--- config.mk ---
export PLATFORM = sky130hd
export DESIGN_NAME = nand_cmd_seq
export DESIGN_NICKNAME = d
export VERILOG_FILES = /design/src/rtl/nand_seq_pkg.sv /design/src/rtl/nand_row_calc.sv /design/src/rtl/nand_frame_build.sv /design/src/rtl/nand_cmd_seq.sv
export SDC_FILE = /design/constraint.sdc
export NUM_CORES = 1
export LEC_CHECK = 0
export ABC_CLOCK_PERIOD_IN_PS = 7080
export BUFFER_PORTS_ARGS = -buffer_cell sky130_fd_sc_hd__buf_2
export CAP_MARGIN = 20
export CORE_MARGIN = 1
export CORE_UTILIZATION = 45
export CTS_BUF_LIST = sky130_fd_sc_hd__clkbuf_8
export DETAILED_ROUTE_END_ITERATION = 12
export PLACE_DENSITY = 0.76
export SETUP_SLACK_MARGIN = 0.3
export SLEW_MARGIN = 5
export SYNTH_ARGS = -nofsm -noshare
export SYNTH_HDL_FRONTEND = slang
export SYNTH_SLANG_ARGS = --single-unit
--- constraint.sdc ---
create_clock -name clk -period 7.08 [get_ports clk]
set_input_delay 1.416 -clock clk [delete_from_list [all_inputs] [get_ports clk]]
set_output_delay 1.416 -clock clk [all_outputs]
set_load 0.01 [all_outputs]
--- src/rtl/nand_seq_pkg.sv ---
package nand_seq_pkg;

  localparam int          MAX_SLOTS  = 7;
  localparam int          ROW_BITS   = 24;
  localparam logic [7:0]  OP_READ    = 8'h00;
  localparam logic [7:0]  OP_SPARE   = 8'h50;
  localparam logic [7:0]  OP_CONFIRM = 8'h30;

  typedef enum logic [2:0] {
    ST_IDLE,
    ST_WAIT_PRE,
    ST_STROBE,
    ST_HOLD,
    ST_WAIT_POST
  } seq_state_t;

  // One latched byte: command (CLE) or address (ALE)
  typedef struct packed {
    logic       is_cmd;
    logic [7:0] val;
  } latch_slot_t;

endpackage

--- src/rtl/nand_row_calc.sv ---
module nand_row_calc #(
  parameter int BLOCK_W         = 14,
  parameter int PAGES_PER_BLOCK = 64,
  parameter int PAGE_W          = $clog2(PAGES_PER_BLOCK)
) (
  input  logic [BLOCK_W-1:0]                 blk,
  input  logic [PAGE_W-1:0]                  page,
  output logic [nand_seq_pkg::ROW_BITS-1:0]  row
);
  import nand_seq_pkg::*;

  // row = block * pages-per-block + page
  assign row = ROW_BITS'(blk) * ROW_BITS'(PAGES_PER_BLOCK) + ROW_BITS'(page);

endmodule

--- src/rtl/nand_frame_build.sv ---
module nand_frame_build
  import nand_seq_pkg::*;
#(
  parameter bit LARGE_PAGE = 1'b1,
  parameter bit EXTRA_ADDR = 1'b1,
  parameter bit BUS16      = 1'b0,
  parameter int COL_W      = 12
) (
  input  logic [7:0]                         cmd,
  input  logic [COL_W-1:0]                   col,
  input  logic [ROW_BITS-1:0]                row,
  output latch_slot_t [MAX_SLOTS-1:0]        slots,
  output logic [2:0]                         count
);

  localparam int PAGE_BYTES = LARGE_PAGE ? 2048 : 512;
  localparam int BASE_CNT   = LARGE_PAGE ? 6 : 4;
  localparam logic [2:0] N_SLOTS = 3'(BASE_CNT + (EXTRA_ADDR ? 1 : 0));

  logic [7:0] extra_row;
  logic       unused_bits;

  assign count       = N_SLOTS;
  assign extra_row   = {4'h0, row[19:16]};
  assign unused_bits = ^{row, col};

  generate
    if (LARGE_PAGE) begin : g_large
      logic [7:0]  eff_cmd;
      logic [15:0] eff_col;

      always_comb begin
        eff_cmd = cmd;
        eff_col = 16'(col);
        // spare-area read becomes plain read past the page end
        if (cmd == OP_SPARE) begin
          eff_cmd = OP_READ;
          eff_col = 16'(col) + 16'(PAGE_BYTES);
        end
        // word addressing on a 16-bit bus
        if (BUS16) eff_col = eff_col >> 1;
      end

      always_comb begin
        slots    = '0;
        slots[0] = '{is_cmd: 1'b1, val: eff_cmd};
        slots[1] = '{is_cmd: 1'b0, val: eff_col[7:0]};
        slots[2] = '{is_cmd: 1'b0, val: eff_col[15:8]};
        slots[3] = '{is_cmd: 1'b0, val: row[7:0]};
        slots[4] = '{is_cmd: 1'b0, val: row[15:8]};
        if (EXTRA_ADDR) begin
          slots[5] = '{is_cmd: 1'b0, val: extra_row};
          slots[6] = '{is_cmd: 1'b1, val: OP_CONFIRM};
        end else begin
          slots[5] = '{is_cmd: 1'b1, val: OP_CONFIRM};
        end
      end
    end else begin : g_small
      // one column byte, command passes unchanged
      always_comb begin
        slots    = '0;
        slots[0] = '{is_cmd: 1'b1, val: cmd};
        slots[1] = '{is_cmd: 1'b0, val: col[7:0]};
        slots[2] = '{is_cmd: 1'b0, val: row[7:0]};
        slots[3] = '{is_cmd: 1'b0, val: row[15:8]};
        if (EXTRA_ADDR) slots[4] = '{is_cmd: 1'b0, val: extra_row};
      end
    end
  endgenerate

endmodule

--- src/rtl/nand_cmd_seq.sv ---
module nand_cmd_seq
  import nand_seq_pkg::*;
#(
  parameter bit LARGE_PAGE      = 1'b1,
  parameter bit EXTRA_ADDR      = 1'b1,
  parameter bit BUS16           = 1'b0,
  parameter int PAGES_PER_BLOCK = 64,
  parameter int BLOCK_W         = 14,
  parameter int COL_W           = 12,
  localparam int PAGE_W         = $clog2(PAGES_PER_BLOCK)
) (
  input  logic               clk,
  input  logic               rst,
  input  logic               start,
  input  logic [7:0]         cmd_in,
  input  logic [BLOCK_W-1:0] block_in,
  input  logic [PAGE_W-1:0]  page_in,
  input  logic [COL_W-1:0]   col_in,
  input  logic               flash_rdy,
  output logic               flash_cle,
  output logic               flash_ale,
  output logic               flash_we_n,
  output logic [7:0]         flash_io,
  output logic               done
);

  seq_state_t                 state;
  logic [7:0]                 req_cmd;
  logic [BLOCK_W-1:0]         req_blk;
  logic [PAGE_W-1:0]          req_page;
  logic [COL_W-1:0]           req_col;
  logic [ROW_BITS-1:0]        row;
  latch_slot_t [MAX_SLOTS-1:0] slots;
  logic [2:0]                 count;
  logic [2:0]                 idx;
  logic                       last_slot;

  nand_row_calc #(
    .BLOCK_W         (BLOCK_W),
    .PAGES_PER_BLOCK (PAGES_PER_BLOCK),
    .PAGE_W          (PAGE_W)
  ) u_row (
    .blk  (req_blk),
    .page (req_page),
    .row  (row)
  );

  nand_frame_build #(
    .LARGE_PAGE (LARGE_PAGE),
    .EXTRA_ADDR (EXTRA_ADDR),
    .BUS16      (BUS16),
    .COL_W      (COL_W)
  ) u_frame (
    .cmd   (req_cmd),
    .col   (req_col),
    .row   (row),
    .slots (slots),
    .count (count)
  );

  assign last_slot = (idx == count - 3'd1);

  always_ff @(posedge clk) begin
    if (rst) begin
      state      <= ST_IDLE;
      req_cmd    <= '0;
      req_blk    <= '0;
      req_page   <= '0;
      req_col    <= '0;
      idx        <= '0;
      flash_cle  <= 1'b0;
      flash_ale  <= 1'b0;
      flash_we_n <= 1'b1;
      flash_io   <= '0;
      done       <= 1'b0;
    end else begin
      done <= 1'b0;
      unique case (state)
        ST_IDLE: begin
          if (start) begin
            req_cmd  <= cmd_in;
            req_blk  <= block_in;
            req_page <= page_in;
            req_col  <= col_in;
            state    <= ST_WAIT_PRE;
          end
        end
        ST_WAIT_PRE: begin
          if (flash_rdy) begin
            idx        <= '0;
            flash_cle  <= slots[0].is_cmd;
            flash_ale  <= ~slots[0].is_cmd;
            flash_io   <= slots[0].val;
            flash_we_n <= 1'b0;
            state      <= ST_STROBE;
          end
        end
        ST_STROBE: begin
          flash_we_n <= 1'b1;
          state      <= ST_HOLD;
        end
        ST_HOLD: begin
          if (last_slot) begin
            flash_cle <= 1'b0;
            flash_ale <= 1'b0;
            flash_io  <= '0;
            state     <= ST_WAIT_POST;
          end else begin
            idx        <= idx + 3'd1;
            flash_cle  <= slots[idx + 3'd1].is_cmd;
            flash_ale  <= ~slots[idx + 3'd1].is_cmd;
            flash_io   <= slots[idx + 3'd1].val;
            flash_we_n <= 1'b0;
            state      <= ST_STROBE;
          end
        end
        ST_WAIT_POST: begin
          if (flash_rdy) begin
            done  <= 1'b1;
            state <= ST_IDLE;
          end
        end
        default: state <= ST_IDLE;
      endcase
    end
  end

  // latch enables are exclusive
  a_r3_cle_ale_exclusive: assert property (@(posedge clk) disable iff (rst)
    !(flash_cle && flash_ale));

  // strobe low for one cycle, byte held through the next
  a_r8_strobe_hold: assert property (@(posedge clk) disable iff (rst)
    !flash_we_n |=> flash_we_n && $stable(flash_io) && $stable(flash_cle) && $stable(flash_ale));

  // no strobe while the device is busy before the frame
  a_r1_wait_ready: assert property (@(posedge clk) disable iff (rst)
    (state == ST_WAIT_PRE && !flash_rdy) |=> flash_we_n);

  // done is a single-cycle pulse with both latch enables released
  a_r9_done_pulse: assert property (@(posedge clk) disable iff (rst)
    done |=> !done);

  a_r9_released_at_done: assert property (@(posedge clk) disable iff (rst)
    done |-> (!flash_cle && !flash_ale && flash_we_n));

  // large-page frame closes with the confirm command
  a_r5_confirm_last: assert property (@(posedge clk) disable iff (rst)
    (LARGE_PAGE && state == ST_HOLD && last_slot) |-> (flash_cle && flash_io == OP_CONFIRM));

  // idle keeps the bus quiet
  a_r10_idle_quiet: assert property (@(posedge clk) disable iff (rst)
    (state == ST_IDLE) |-> (flash_we_n && !flash_cle && !flash_ale));

endmodule

-- Word level (Yosys, flattened, before mapping)
Cells that the tools add are included.
- mux-type cells: 23
- bitwise logic cells: 2
- equal/unequal tests: 10
- add/subtract/negate cells: 3
- magnitude comparators: 1
- reduce and logical (&&, ||, !) cells: 9
- operator list (operator ; count):
    $bmux 9 s3 ; 1
    $mux 8 ; 3
    $add 20x6->20 ; 1
    $mux 16 ; 1
    $pmux 8 s2 ; 1
    $mux 3 ; 5
    $pmux 3 s5 ; 1
    $add 12x12->13 const B ; 1
    $mux 9 ; 1
    $reduce_and 3->1 ; 3
    $eq 8x7->1 const B ; 1
    $ne 2x2->1 const B ; 4
    $eq 3x2->1 const B ; 2
    $eq 3x3->1 const B ; 2
    $mux 1 ; 6
    $pmux 3 s2 ; 1
    $lt 3x4->1 const B ; 1
    $pmux 1 s2 ; 2
    $reduce_and 2->1 ; 2
    $add 3x1->3 const B ; 1
    $eq 3x1->1 const B ; 1
    $logic_not 3->1 ; 1
    $pmux 1 s3 ; 1
    $reduce_bool 3->1 ; 1
    3 further kinds ; 4
- bits of input ports: 44
- word-level logic and storage cells: 59
- register bits after elaboration: 58
- output and inout port bits: 12

-- Longest topological paths before layout
- depth after elaboration: 7
- mapped depth: 11
- gate-level depth less buffers: 9

-- Modules after synthesis
A second synthesis with hierarchy kept.
- cell total of the unflattened synthesis: 461
- area total of the unflattened synthesis: 3430.8 µm²
- modules (own cells, without submodules) (module ; area an instance (µm²) ; seq. area each (µm²) ; cells an instance ; instances):
    nand_cmd_seq ; 2738.9 ; 1161.1 ; 364 ; 1
    nand_frame_build ; 508.0 ; 0.0 ; 72 ; 1
    nand_row_calc ; 183.9 ; 0.0 ; 25 ; 1

-- Least setup slack after synthesis
OpenSTA, ideal clock, no wires.
- kind: register to register
- start point: register idx[0]
- end point: register flash_io[6]
- slack: 4.708 ns
- clock period less this slack: 2.372 ns
- arrival: 2.283 ns
- stages on the path, launching flop included: 10
- path buffers: 4
- cells stage by stage: dfxtp_1 > buf_2 > buf_2 > inv_1 > ha_1 > buf_2 > clkbuf_1 > a31oi_1 > or3_1 > a311oi_2
- cells in the longest elaborated chain, start to end: 5
- elaborated cells between the ends (all ways): 6
- classes of those cells: 1 x add/sub; 1 x eq/ne; 4 x mux
- RTL lines (what ; line ; text):
    start, declared ; nand_cmd_seq.sv:35 ; logic [2:0] idx;
    start signal, assigned ; nand_cmd_seq.sv:109 ; idx <= idx + 3'd1;
    $add 3x1->3 ; nand_cmd_seq.sv:112 ; flash_io <= slots[idx + 3'd1].val;
    $bmux 9 s3 ; nand_cmd_seq.sv:112 ;
    $mux 9 (implied by the code) ; nand_cmd_seq.sv:112 ;
    $mux 8 * ; nand_cmd_seq.sv:103 ; if (last_slot) begin
    $pmux 8 s2 * ; nand_cmd_seq.sv:78 ; unique case (state)
    end signal, assigned ; nand_cmd_seq.sv:93 ; flash_io <= slots[0].val;
    end signal, assigned ; nand_cmd_seq.sv:112 ;
    end, declared ; nand_cmd_seq.sv:23 ; output logic [7:0] flash_io,
Mark *: on every way between the ends. The rest lies on a longest branch, timed or not. The select of a mux whose other input is x is not followed.
A chain may end at the register's enable or synchronous reset.

-- Worst setup path in the final report
- start point: register idx[0]
- end point: register flash_io[4]
The elaborated chain is that of the path after synthesis.

==> flow_summary.yaml <==
floorplanning:
  die_h_um: 78.6
  core_um2: 5570
  pin_count: 56
  die-area_um2: 6170
  die_x_um: 78.6
  initial_utilization: 0.473
  num_rows: 27
setup_path:
  max_stage_delay_ns: 0.87
  crit_chain: "inv_1 -> ha_1 -> mux2_2 -> a21oi_1 -> a31oi_1 -> a31oi_1 -> a21oi_1"
  crit_start: "idx[0]$_SDFFE_PP0P_"
  worst-path-max-fanout: 21
  critPathArrivalTime_ns: 3.09
  required_ns: 7.27
  r2r-start: "idx[0]$_SDFFE_PP0P_"
  startpoint_type: "flip-flop"
  critPathKind: "reg -> reg"
  cp_num_buf_inv: 1
  crit_path_end_kind: "flip-flop"
  cp_slowest_cell: "dfxtp_1"
  critPathTopFamily: "flip-flops"
finish:
  register_area_um2: 1160
  nNetsFinal: 425
  fillers: 568
  fin_util: 0.563
  syn2layout_area_growth_pct: 18.9
  mostFrequentLayoutCells: "nand2_1, dfxtp_1, a21oi_1, buf_2, nor2_1"
  final_common_cell: "nand2_1"
  multi_input_area_um2: 1340
  antenna_cells: 0
  drive_above_1_share: 0.228
synthesis:
  async_flop_share: 0
  yosysTopAreaCellShare: 0.440
  ys.flop_type: "dfxtp_1"
  ys_types: 39
  syn_avg_cell_area_um2: 7.92
  syn_area_um2: 2640
  synth_edf_count: 0
  syn_inst: 333
  synth_top_area_cell: "dfxtp_1"
  synthTopCellsByArea: "dfxtp_1, nand2_1, a21oi_1"
  ys_warn_count: 0
  seq_area_frac_synth: 0.440
  ys_ff_latch: 58
  syn_nets: 381
power:
  p_seq_frac: 0.462
  clock_power_share: 0.418
  irDropWorstVdd_mv: 0.171
  p_leak_nw: 1.27
  switchingPower_mw: 0.208
  switching_share: 0.262
  p_comb_frac: 0.120
  p_int_mw: 0.586
  pwr_density_cell_nw_per_um2: 253
timing:
  final_hold_viol_count: 0
  fin_crit_sh: 0.410
  setup_violations: 0
  fmax_ghz: 0.345
  worstMarginPinSlew_ns: 1.02
  period_needed_ns: 2.90
  fin_tns_setup_ns: 0
  maxSlewViolCount: 0
  slew_headroom: 0.322
  rsz0062_at_grt: "no"
  worst_clock_skew_ns: 0.00348
route:
  drt_wl_total_mm: 6.21
  via_count: 2462
  top_layer: "met4"
  wl_met3_um: 463
  drc_errors: 0
  drt-met1-wl_mm: 2.88
  ant_nets: 0
  drt-pass1-iter-count: 5
  drt_iter0_drc: 204
  met2WireLength_mm: 2.78
  wl_per_cell_um: 13.7
  via_per_inst: 5.42
clock_network:
  clockBufferDepth: 2
  cts_made_buffers: 9
  cts_tree: "yes"
  clock-sinks: 58
  cts_resized: 0
  ctsHoldBuffers: 0
  root_buffer: "clkbuf_8"
  clkTransAtPathRegs_ns: 0.07
  cts_setup_buffers: 0
  cts_max_level: 3
  clock_latency_ns: 0.34
global_route:
  grt_pass1_vias: 2255
  grt_start_max_net_pins: 59
  grt_antenna_before_repair: 0
  overflow: 0
  grt_pass1_wl_mm: 10.5
  grt_usage: 0.224
min_path:
  min_from: "req_page[0]$_SDFFE_PP0P_"
  hp-class: "reg -> reg"
placed_design:
  place_hpwl_mm: 4.34
  port_buffers: 55
  gp_congestion: 0.884
outcome:
  outcome: "complete, no violations"
job:
  drv_cap: 0
## routing by layer
metal | track usage | vias to the layer above
met5 | 0 | -
met4 | 0.0796 | 0
met3 | 0.0884 | 8
met2 | 0.323 | 89
met1 | 0.299 | 1140
li1 | - | 1225
## cell families after synthesis
group,after synthesis,share of synthesized area
muxes,11,0.0631
AOI/OAI and AO/OA,82,0.177
xor gates and xnor gates,2,0.0123
DFF,58,0.440
and+or+nand+nor,141,0.230
adders and majority gates,5,0.0228
buffers and inverters,34,0.0546
## worst min-delay path, stage by stage, from the launching register on
cell     delay, ns
dfxtp_1       0.31
nand2_1       0.05
a21oi_1       0.05
## layout make-up
class	instances	share of cell area
multi-input combinational	241	0.427
sequential	58	0.370
timing repair buffer	57	0.0926
clock buffer	9	0.0395
clock inverter	7	0.0299
tap	72	0.0287
inverter	10	0.0120
## power groups by stage
stage,registers [mW],clock network (mW),logic [mW]
global placement,0.374,0,0.0925
floorplan,0.367,0,0.0680
CTS,0.367,0.339,0.0958
global route,0.370,0.356,0.109
finish,0.367,0.332,0.0954
detailed placement,0.374,0,0.0952
## flip-flops by register name, indices dropped and copies added (netlist names)
| name | flops |
|---|---|
| state | 3 |
| flash_we_n | 1 |
| req_cmd | 8 |
| req_page | 6 |
| idx | 3 |
| req_blk | 14 |
| flash_io | 8 |
| req_col | 12 |
| done | 1 |
| flash_cle | 1 |
| flash_ale | 1 |
## cells in the mapped netlist, drive strengths merged (3+ instances only)
master	number
mux4	4
o21ai	10
a21oi	55
a31oi	6
clkbuf	10
or3	3
nor2b	3
mux2	5
dfxtp	58
nand3b	3
a311oi	4
buf	14
ha	4
nor3	11
nand3	6
nor2	20
nand2	87
inv	10
## through the flow
| step | cell area, um^2 | hold WS (ns) | cells | power [mW] | worst slack, ns |
|---|---|---|---|---|---|
| after floorplan | 2640 | 0.432 | 333 | 0.435 | 4.71 |
| after global placement | 2920 | 0.446 | 438 | 0.466 | 3.99 |
| after detailed placement | 2920 | 0.453 | 438 | 0.469 | 3.97 |
| after CTS | 3140 | 0.462 | 454 | 0.802 | 4.19 |
| after global routing | 3140 | 0.484 | 454 | 0.835 | 3.85 |
| final | 3140 | 0.459 | 454 | 0.794 | 4.18 |
## final timing paths
path                                    to  slack [ns]  cells past startpoint
hold / removal    req_page[0]$_SDFFE_PP0P_        0.46                      2
setup / recovery  flash_io[4]$_SDFFE_PP0P_        4.18                      7
hold reg to reg   req_page[0]$_SDFFE_PP0P_        0.46                      2
setup reg to reg  flash_io[4]$_SDFFE_PP0P_        4.18                      7
(Power assumes the default switching activity.)
